### config.mk
export PLATFORM = sky130hd
export DESIGN_NAME = irqbank_regs
export DESIGN_NICKNAME = d
export VERILOG_FILES = /design/src/rtl/irqbank_pkg.sv /design/src/rtl/irqbank_rst_sync.sv /design/src/rtl/irqbank_pending.sv /design/src/rtl/irqbank_mask.sv /design/src/rtl/irqbank_regs.sv
export SDC_FILE = /design/constraint.sdc
export NUM_CORES = 1
export LEC_CHECK = 0
export BUFFER_PORTS_ARGS = -buffer_cell sky130_fd_sc_hd__buf_2
export CORE_UTILIZATION = 41
export CTS_CLUSTER_SIZE = 16
export DETAILED_ROUTE_END_ITERATION = 6
export PLACE_DENSITY = 0.79
export RECOVER_POWER = 50
export SYNTH_ARGS = -nofsm -noshare
export SYNTH_HDL_FRONTEND = slang
export SYNTH_HIERARCHICAL = 1
export SYNTH_SLANG_ARGS = --single-unit
### constraint.sdc
create_clock -name clk_i -period 1 [get_ports clk_i]
set_input_delay 0.05 -clock clk_i [delete_from_list [all_inputs] [get_ports clk_i]]
set_output_delay 0.05 -clock clk_i [all_outputs]
set_load 0.03 [all_outputs]
### src/rtl/irqbank_pkg.sv
package irqbank_pkg;
  localparam int NSRC = 6;
  localparam int NCH  = 2;

  typedef enum logic [2:0] {
    A_PEND = 3'd0,
    A_MASK = 3'd1,
    A_VIEW = 3'd2,
    A_ACK  = 3'd3,
    A_MSET = 3'd4,
    A_MCLR = 3'd5,
    A_GATE = 3'd6
  } reg_addr_e;
endpackage

### src/rtl/irqbank_rst_sync.sv
module irqbank_rst_sync #(
  parameter int STAGES = 2
) (
  input  logic clk_i,
  input  logic rst_ni,
  output logic rst_no
);
  logic [STAGES-1:0] sync_q;

  always_ff @(posedge clk_i or negedge rst_ni) begin
    if (!rst_ni) sync_q <= '0;
    else         sync_q <= {sync_q[STAGES-2:0], 1'b1};
  end

  assign rst_no = sync_q[STAGES-1];
endmodule

### src/rtl/irqbank_pending.sv
module irqbank_pending #(
  parameter int N = 6
) (
  input  logic         clk_i,
  input  logic         rst_ni,
  input  logic [N-1:0] set_i,
  input  logic [N-1:0] ack_i,
  output logic [N-1:0] pend_o
);
  logic [N-1:0] pend_d, pend_q;

  for (genvar k = 0; k < N; k++) begin : g_bit
    // Hardware set has priority over software acknowledge.
    always_comb begin
      pend_d[k] = pend_q[k];
      if (ack_i[k]) pend_d[k] = 1'b0;
      if (set_i[k]) pend_d[k] = 1'b1;
    end

    p_set_latches_r3: assert property (@(posedge clk_i) disable iff (!rst_ni)
      set_i[k] |=> pend_q[k]);
    p_ack_retires_r2: assert property (@(posedge clk_i) disable iff (!rst_ni)
      (ack_i[k] && !set_i[k]) |=> !pend_q[k]);
    p_sticky_r2: assert property (@(posedge clk_i) disable iff (!rst_ni)
      (!ack_i[k] && !set_i[k]) |=> $stable(pend_q[k]));
  end

  always_ff @(posedge clk_i or negedge rst_ni) begin
    if (!rst_ni) pend_q <= '0;
    else         pend_q <= pend_d;
  end

  assign pend_o = pend_q;
endmodule

### src/rtl/irqbank_mask.sv
module irqbank_mask #(
  parameter int N = 6
) (
  input  logic         clk_i,
  input  logic         rst_ni,
  input  logic         load_i,
  input  logic         set_i,
  input  logic         clr_i,
  input  logic [N-1:0] wdata_i,
  output logic [N-1:0] mask_o
);
  logic [N-1:0] mask_d, mask_q;
  logic         mask_en;

  assign mask_en = load_i | set_i | clr_i;

  always_comb begin
    mask_d = mask_q;
    if (load_i)     mask_d = wdata_i;
    else if (set_i) mask_d = mask_q | wdata_i;
    else if (clr_i) mask_d = mask_q & ~wdata_i;
  end

  always_ff @(posedge clk_i or negedge rst_ni) begin
    if (!rst_ni)      mask_q <= '0;
    else if (mask_en) mask_q <= mask_d;
  end

  assign mask_o = mask_q;

  p_set_port_r6: assert property (@(posedge clk_i) disable iff (!rst_ni)
    (set_i && !load_i) |=> ((mask_q & $past(wdata_i)) == $past(wdata_i)));
  p_set_keeps_r6: assert property (@(posedge clk_i) disable iff (!rst_ni)
    (set_i && !load_i) |=> ((mask_q & $past(mask_q)) == $past(mask_q)));
  p_clr_port_r7: assert property (@(posedge clk_i) disable iff (!rst_ni)
    (clr_i && !load_i && !set_i) |=> ((mask_q & $past(wdata_i)) == '0));
  p_load_r5: assert property (@(posedge clk_i) disable iff (!rst_ni)
    load_i |=> (mask_q == $past(wdata_i)));
endmodule

### src/rtl/irqbank_regs.sv
module irqbank_regs
  import irqbank_pkg::*;
#(
  parameter int DW = 32,
  parameter int AW = 3
) (
  input  logic            clk_i,
  input  logic            rst_ni,
  input  logic [NSRC-1:0] evt_i,
  input  logic            wr_en_i,
  input  logic [AW-1:0]   addr_i,
  input  logic [DW-1:0]   wdata_i,
  output logic [DW-1:0]   rdata_o,
  output logic            irq_o
);
  localparam int PAD_SRC = DW - NSRC;
  localparam int PAD_CH  = DW - NCH;

  logic            rst_n;
  logic [NSRC-1:0] pend, mask, view, evt_gate, set_vec, ack_vec;
  logic            wr_pend_ack, wr_mload, wr_mset, wr_mclr, wr_gate;
  logic [NCH-1:0]  gate_d, gate_q;
  logic            irq_d, irq_q;
  logic            unused_wdata;

  assign unused_wdata = ^wdata_i[DW-1:NSRC];

  irqbank_rst_sync #(.STAGES(2)) u_rst (
    .clk_i (clk_i),
    .rst_ni(rst_ni),
    .rst_no(rst_n)
  );

  // Write decode
  assign wr_pend_ack = wr_en_i && (addr_i == A_ACK);
  assign wr_mload    = wr_en_i && (addr_i == A_MASK);
  assign wr_mset     = wr_en_i && (addr_i == A_MSET);
  assign wr_mclr     = wr_en_i && (addr_i == A_MCLR);
  assign wr_gate     = wr_en_i && (addr_i == A_GATE);

  // Channel gates block only the complete events (low NCH bits)
  assign evt_gate = {{(NSRC-NCH){1'b1}}, gate_q};
  assign set_vec  = evt_i & evt_gate;
  assign ack_vec  = wr_pend_ack ? wdata_i[NSRC-1:0] : '0;

  irqbank_pending #(.N(NSRC)) u_pend (
    .clk_i (clk_i),
    .rst_ni(rst_n),
    .set_i (set_vec),
    .ack_i (ack_vec),
    .pend_o(pend)
  );

  irqbank_mask #(.N(NSRC)) u_mask (
    .clk_i  (clk_i),
    .rst_ni (rst_n),
    .load_i (wr_mload),
    .set_i  (wr_mset),
    .clr_i  (wr_mclr),
    .wdata_i(wdata_i[NSRC-1:0]),
    .mask_o (mask)
  );

  assign view = pend & mask;

  // Gate register
  always_comb begin
    gate_d = gate_q;
    if (wr_gate) gate_d = wdata_i[NCH-1:0];
  end

  always_ff @(posedge clk_i or negedge rst_n) begin
    if (!rst_n) gate_q <= '1;
    else        gate_q <= gate_d;
  end

  // Interrupt output
  assign irq_d = |view;

  always_ff @(posedge clk_i or negedge rst_n) begin
    if (!rst_n) irq_q <= 1'b0;
    else        irq_q <= irq_d;
  end

  assign irq_o = irq_q;

  // Read mux
  always_comb begin
    rdata_o = '0;
    case (addr_i)
      A_PEND:  rdata_o = {{PAD_SRC{1'b0}}, pend};
      A_MASK:  rdata_o = {{PAD_SRC{1'b0}}, mask};
      A_VIEW:  rdata_o = {{PAD_SRC{1'b0}}, view};
      A_GATE:  rdata_o = {{PAD_CH{1'b0}}, gate_q};
      default: rdata_o = '0;
    endcase
  end

  for (genvar c = 0; c < NCH; c++) begin : g_chk
    p_gate_blocks_r10: assert property (@(posedge clk_i) disable iff (!rst_n)
      (!gate_q[c] && !pend[c] && !wr_en_i) |=> !pend[c]);
  end

  p_irq_rise_r11: assert property (@(posedge clk_i) disable iff (!rst_n)
    (|(pend & mask)) |=> irq_o);
  p_irq_quiet_r11: assert property (@(posedge clk_i) disable iff (!rst_n)
    !(|(pend & mask)) |=> !irq_o);
endmodule

**Yosys cells after proc, flatten, opt, wreduce, memory -nomap -nowiden**

Index checks and enable logic that the tools add are counted.

- Register bits: 17
- Bits of input ports: 44
- Output and inout bits: 33

- Eq/ne operators: 6
- Muxes and demuxes: 17
- Bitwise gates (word level): 7
- Reductions and logical operators: 15

Operator list:

| cell | count |
|---|---|
| $mux W6 | 4 |
| $pmux W6 S4 | 1 |
| $and A6 B6 Y6 | 3 |
| $mux W1 | 12 |
| $reduce_bool A2 Y1 | 6 |
| $eq A3 B3 Y1 const B | 3 |
| $eq A3 B2 Y1 const B | 2 |
| $not A6 Y6 | 1 |
| $or A6 B6 Y6 | 1 |
| $reduce_or A6 Y1 | 1 |
| $logic_and A1 B1 Y1 | 5 |
| $eq A3 B1 Y1 const B | 1 |
| $logic_not A3 Y1 | 1 |
| $reduce_bool A3 Y1 | 1 |
| $or A1 B1 Y1 | 2 |
| $reduce_and A2 Y1 | 1 |

**Logic depth before layout (Yosys ltp)**

- Depth in word-level cells: 5
- Mapped depth: 6

**Cells and area by module**

The synthesis kept the hierarchy.

By module, submodules not included:

| module | instances | cells an instance | area an instance (µm²) | sequential area each (µm²) |
|---|---|---|---|---|
| irqbank_regs | 1 | 82 | 620.6 | 77.6 |
| irqbank_mask | 1 | 21 | 254.0 | 150.1 |
| irqbank_pending | 1 | 18 | 217.7 | 150.1 |
| irqbank_rst_sync | 1 | 3 | 53.8 | 50.0 |

**Worst setup path after synthesis**

OpenSTA, ideal clock, no wires.

- Kind: flip-flop to output port
- Start point: register (tool-made name)
- End point: output rdata_o[1]
- Arrival: 1.295 ns
- Data required time: 0.950 ns
- Slack: -0.345 ns
- Cell stages (with the launch flop): 4
- Path buffers: 0
- Cell sequence: dfrtp_1 -> mux2i_1 -> o22a_2 -> o21ai_0

RTL lines:

| element | line | text |
|---|---|---|
| to (decl) | irqbank_regs.sv:13 | `output logic [DW-1:0] rdata_o,` |

**Worst setup path after layout**

- Start point: register u_pend.pend_q[1], in the netlist u_pend/pend_o[1]
- End point: output rdata_o[1]

- Cells in the longest elaborated chain, start to end: 2

Ends and longest elaborated chain:

| element | line | text |
|---|---|---|
| from (decl) | irqbank_pending.sv:10 | `logic [N-1:0] pend_d, pend_q;` |
| from (signal assigned) | irqbank_pending.sv:30 | `else pend_q <= pend_d;` |
| $and A6 B6 Y6 | irqbank_regs.sv:64 | `assign view = pend & mask;` |
| $pmux W6 S4 * | irqbank_regs.sv:90 | `case (addr_i)` |

Every way passes the cells marked *; elsewhere a longest branch is shown, timed or not.

==> flow_metrics.env <==
export IMPL_seqCellArea_sq_um=428
export IMPL_start_kind="register"
export IMPL_worst_ep_arrival_time_ns=1.25
export IMPL_timing_hold_violations_final=0
export IMPL_maxSlewViolCount=0
export IMPL_setup_violations=6
export IMPL_cap_violations=0
export IMPL_cts_htree_levels=1
export IMPL_violations="setup timing"
export IMPL_fillers=215
export IMPL_mostFrequentLayoutCells="27 x conb_1, 24 x buf_4, 17 x buf_2"
export IMPL_gp_congestion=0.857
export IMPL_whs_ns=0.0124
export IMPL_cts_sinks=17
export IMPL_crit_type="register to output pin"
export IMPL_hold_depth=2
export IMPL_p_comb_share_pct=38.0
export IMPL_path_clk_slew_ns=0.10
export IMPL_fin_ws_ns=-0.304
export IMPL_fin_worst_skew_ns=0.00508
export IMPL_ys_ff_latch=17
export IMPL_diodes=0
export IMPL_grt_util_all_layers_pct=18.6
export IMPL_drt_iter0_drc=28
export IMPL_cts_buffer_depth=2
export IMPL_num_io_pins=77
export IMPL_start_util_pct=44.6
export IMPL_vias=992
export IMPL_die_w_um=54.9
export IMPL_worst_slew_pin_slew_ns=0.558
export IMPL_final_common_cell="conb_1"
export IMPL_ir_drop_mv=1.06
export IMPL_first_pass_iters=4
export IMPL_cts_tree="yes"
export IMPL_wl_um=2520
export IMPL_fp_dieH_um=54.9
export IMPL_rows=18
export IMPL_grt_pass1_wl_um=3890
export IMPL_powerDensity_nw_per_um2=1320
export IMPL_grt_max_degree=13
export IMPL_grt_pass1_vias=884
export IMPL_design_core_area_sq_um=2570
export IMPL_die_area_sq_um=3010
export IMPL_clockPowerShare_pct=18.1
export IMPL_synth_fa_ha_area_share_pct=0
export IMPL_route_detailed_drc=0
export IMPL_grt_ovfl_total=0
export IMPL_synth_cells=124
export IMPL_via_per_inst=4.82
export IMPL_rsz0062_at_grt="yes"
export IMPL_muxShareOfSynthArea_pct=2.84
export IMPL_fin_util_pct=59.1
export IMPL_area_growth_syn_to_layout_pct=32.3
export IMPL_fin_crit_sh_pct=130
export IMPL_min_period_ns=1.30
export IMPL_antenna_found_initial=0
export IMPL_detail_route_antenna_nets=0
export IMPL_crit_fanout=3
export IMPL_drive_gt1_share_pct=38.1
export IMPL_routedWlPerCell_um=12.2
export IMPL_cts_root_buf="clkbuf_4"
export IMPL_cts_buffers=3
export IMPL_leakage_nw=0.711
export IMPL_crit_path_end_kind="output pin"
export IMPL_synth_cell_types=31
export IMPL_power_internal_w=0.00130
export IMPL_yosys_warnings=6
export IMPL_p_sw_share_pct=35.1
export IMPL_p_seq_share_pct=43.9
export IMPL_switching_power_w=0.000701
export IMPL_synth_compound_area_share_pct=16.9
export IMPL_worstRegToRegCells=3
export IMPL_status="complete, but fails checks"
export IMPL_synth_top_family_by_area="buffers and inverters"
export IMPL_multi_input_area_sq_um=592
export IMPL_cp_required_ns=0.95
export IMPL_io_buffers=24
export IMPL_dp_hpwl_um=1830
export IMPL_yosys_area_share_simple_pct=19.0
export IMPL_ys_seq_area_share_pct=37.3
export IMPL_slew_headroom_pct=62.7
export IMPL_syn_avg_cell_area_sq_um=9.24
export IMPL_dpl_worst_slack_ns=-0.185
export IMPL_hp_class="input pin to register"
export IMPL_fin_nets=221
export IMPL_fmax_mhz=767
export IMPL_synth_xor_area_share_pct=0
export IMPL_clkLatencyLatePin_ns=0.29
export IMPL_synth_area_sq_um=1150
-- area by class of cell --
cell class / count / share of cell area [%]
inverter: 10 / 2.48
clock buffer: 4 / 1.73
timing repair buffer: 53 / 26.1
multi-input combinational: 92 / 39.0
sequential: 17 / 28.2
tap: 30 / 2.48
-- synth_stat cells --
cell / instances / share of area [%]
nor2b_4: 2 / 2.4
a32o_1: 6 / 5.2
or2_1: 1 / 0.55
a21oi_1: 5 / 2.2
nor3_1: 1 / 0.44
dfrtp_1: 15 / 33
mux2_1: 2 / 2.0
inv_1: 10 / 3.3
a22oi_1: 2 / 1.3
and2_1: 8 / 4.4
buf_4: 27 / 18
o311ai_1: 1 / 0.76
dfstp_2: 2 / 4.6
nand2_1: 13 / 4.3
and2b_2: 2 / 1.5
o21ai_0: 3 / 1.3
nand3b_1: 1 / 0.66
mux2i_1: 1 / 0.87
clkbuf_1: 1 / 0.33
o211ai_1: 2 / 1.3
o22a_2: 1 / 0.87
nor3b_1: 1 / 0.66
conb_1: 2 / 0.66
nand3_2: 1 / 0.87
a21o_1: 6 / 3.9
buf_6: 2 / 2.0
nor2_1: 1 / 0.33
and3_2: 1 / 0.66
nand3_1: 2 / 0.87
nand4_1: 1 / 0.55
nor3_2: 1 / 0.87
-- what timing repair did --
item	in CTS	in global routing
buffers inserted	3	5
hold buffers	5	1
endpoints found under the hold margin	6	1
pin swaps	0	0
resized for setup	16	0
endpoints found under the setup margin	6	7
-- worst paths after layout --
| check | from | end | slack, ns |
|---|---|---|---|
| max in group asynchronous | u_rst/sync_q[1] | gate_q[0] | 0.18 |
| worst min-delay path | wdata_i[5] | register | 0.01 |
| worst min register to register | u_rst/sync_q[1] | u_pend/pend_o[3] | 0.06 |
| worst max register to register | u_pend/pend_o[1] | u_pend/pend_o[1] | 0.06 |
| min in group asynchronous | u_rst/sync_q[1] | u_pend/pend_o[3] | 0.06 |
| worst max-delay path | u_pend/pend_o[1] | rdata_o[1] | -0.30 |
-- power groups by stage --
stage          registers (W)  logic, W  clock network, W
2_1_floorplan       0.000881  0.000512                 0
3_3_place_gp        0.000878  0.000603                 0
3_5_place_dp        0.000889  0.000620                 0
4_1_cts             0.000878  0.000716          0.000375
5_1_grt             0.000890  0.000818          0.000420
6_report            0.000877  0.000759          0.000361
-- worst max-delay path: stages, from the launching register on --
cell	delay, ns
dfrtp_1	0.38
mux2i_1	0.08
o22a_2	0.23
o21ai_2	0.14
buf_6	0.15
-- layer usage --
metal | global-route usage [%] | up-vias | routed length, um
met5 | 0 | - | 0
met4 | 5.13 | 0 | 14
met3 | 2.50 | 2 | 149
met2 | 32.9 | 50 | 1290
met1 | 23.3 | 470 | 1070
li1 | - | 470 | -
-- cells by family after synthesis --
group,count (synthesis)
AOI/OAI and AO/OA,26
DFF,17
other,2
muxes,3
buffers and inverters,40
and+or+nand+nor,36
-- metrics by stage --
step	std cells	power [W]	setup TNS, ns	cell area (sq um)
after floorplan	149	0.00139	-0.645	1270
after global placement	188	0.00148	-1.06	1330
after detailed placement	188	0.00151	-2.00	1330
after CTS	200	0.00197	-1.51	1480
after global routing	206	0.00213	-1.87	1520
final	206	0.00200	-1.46	1520
Power figures use the tool's default switching activity.
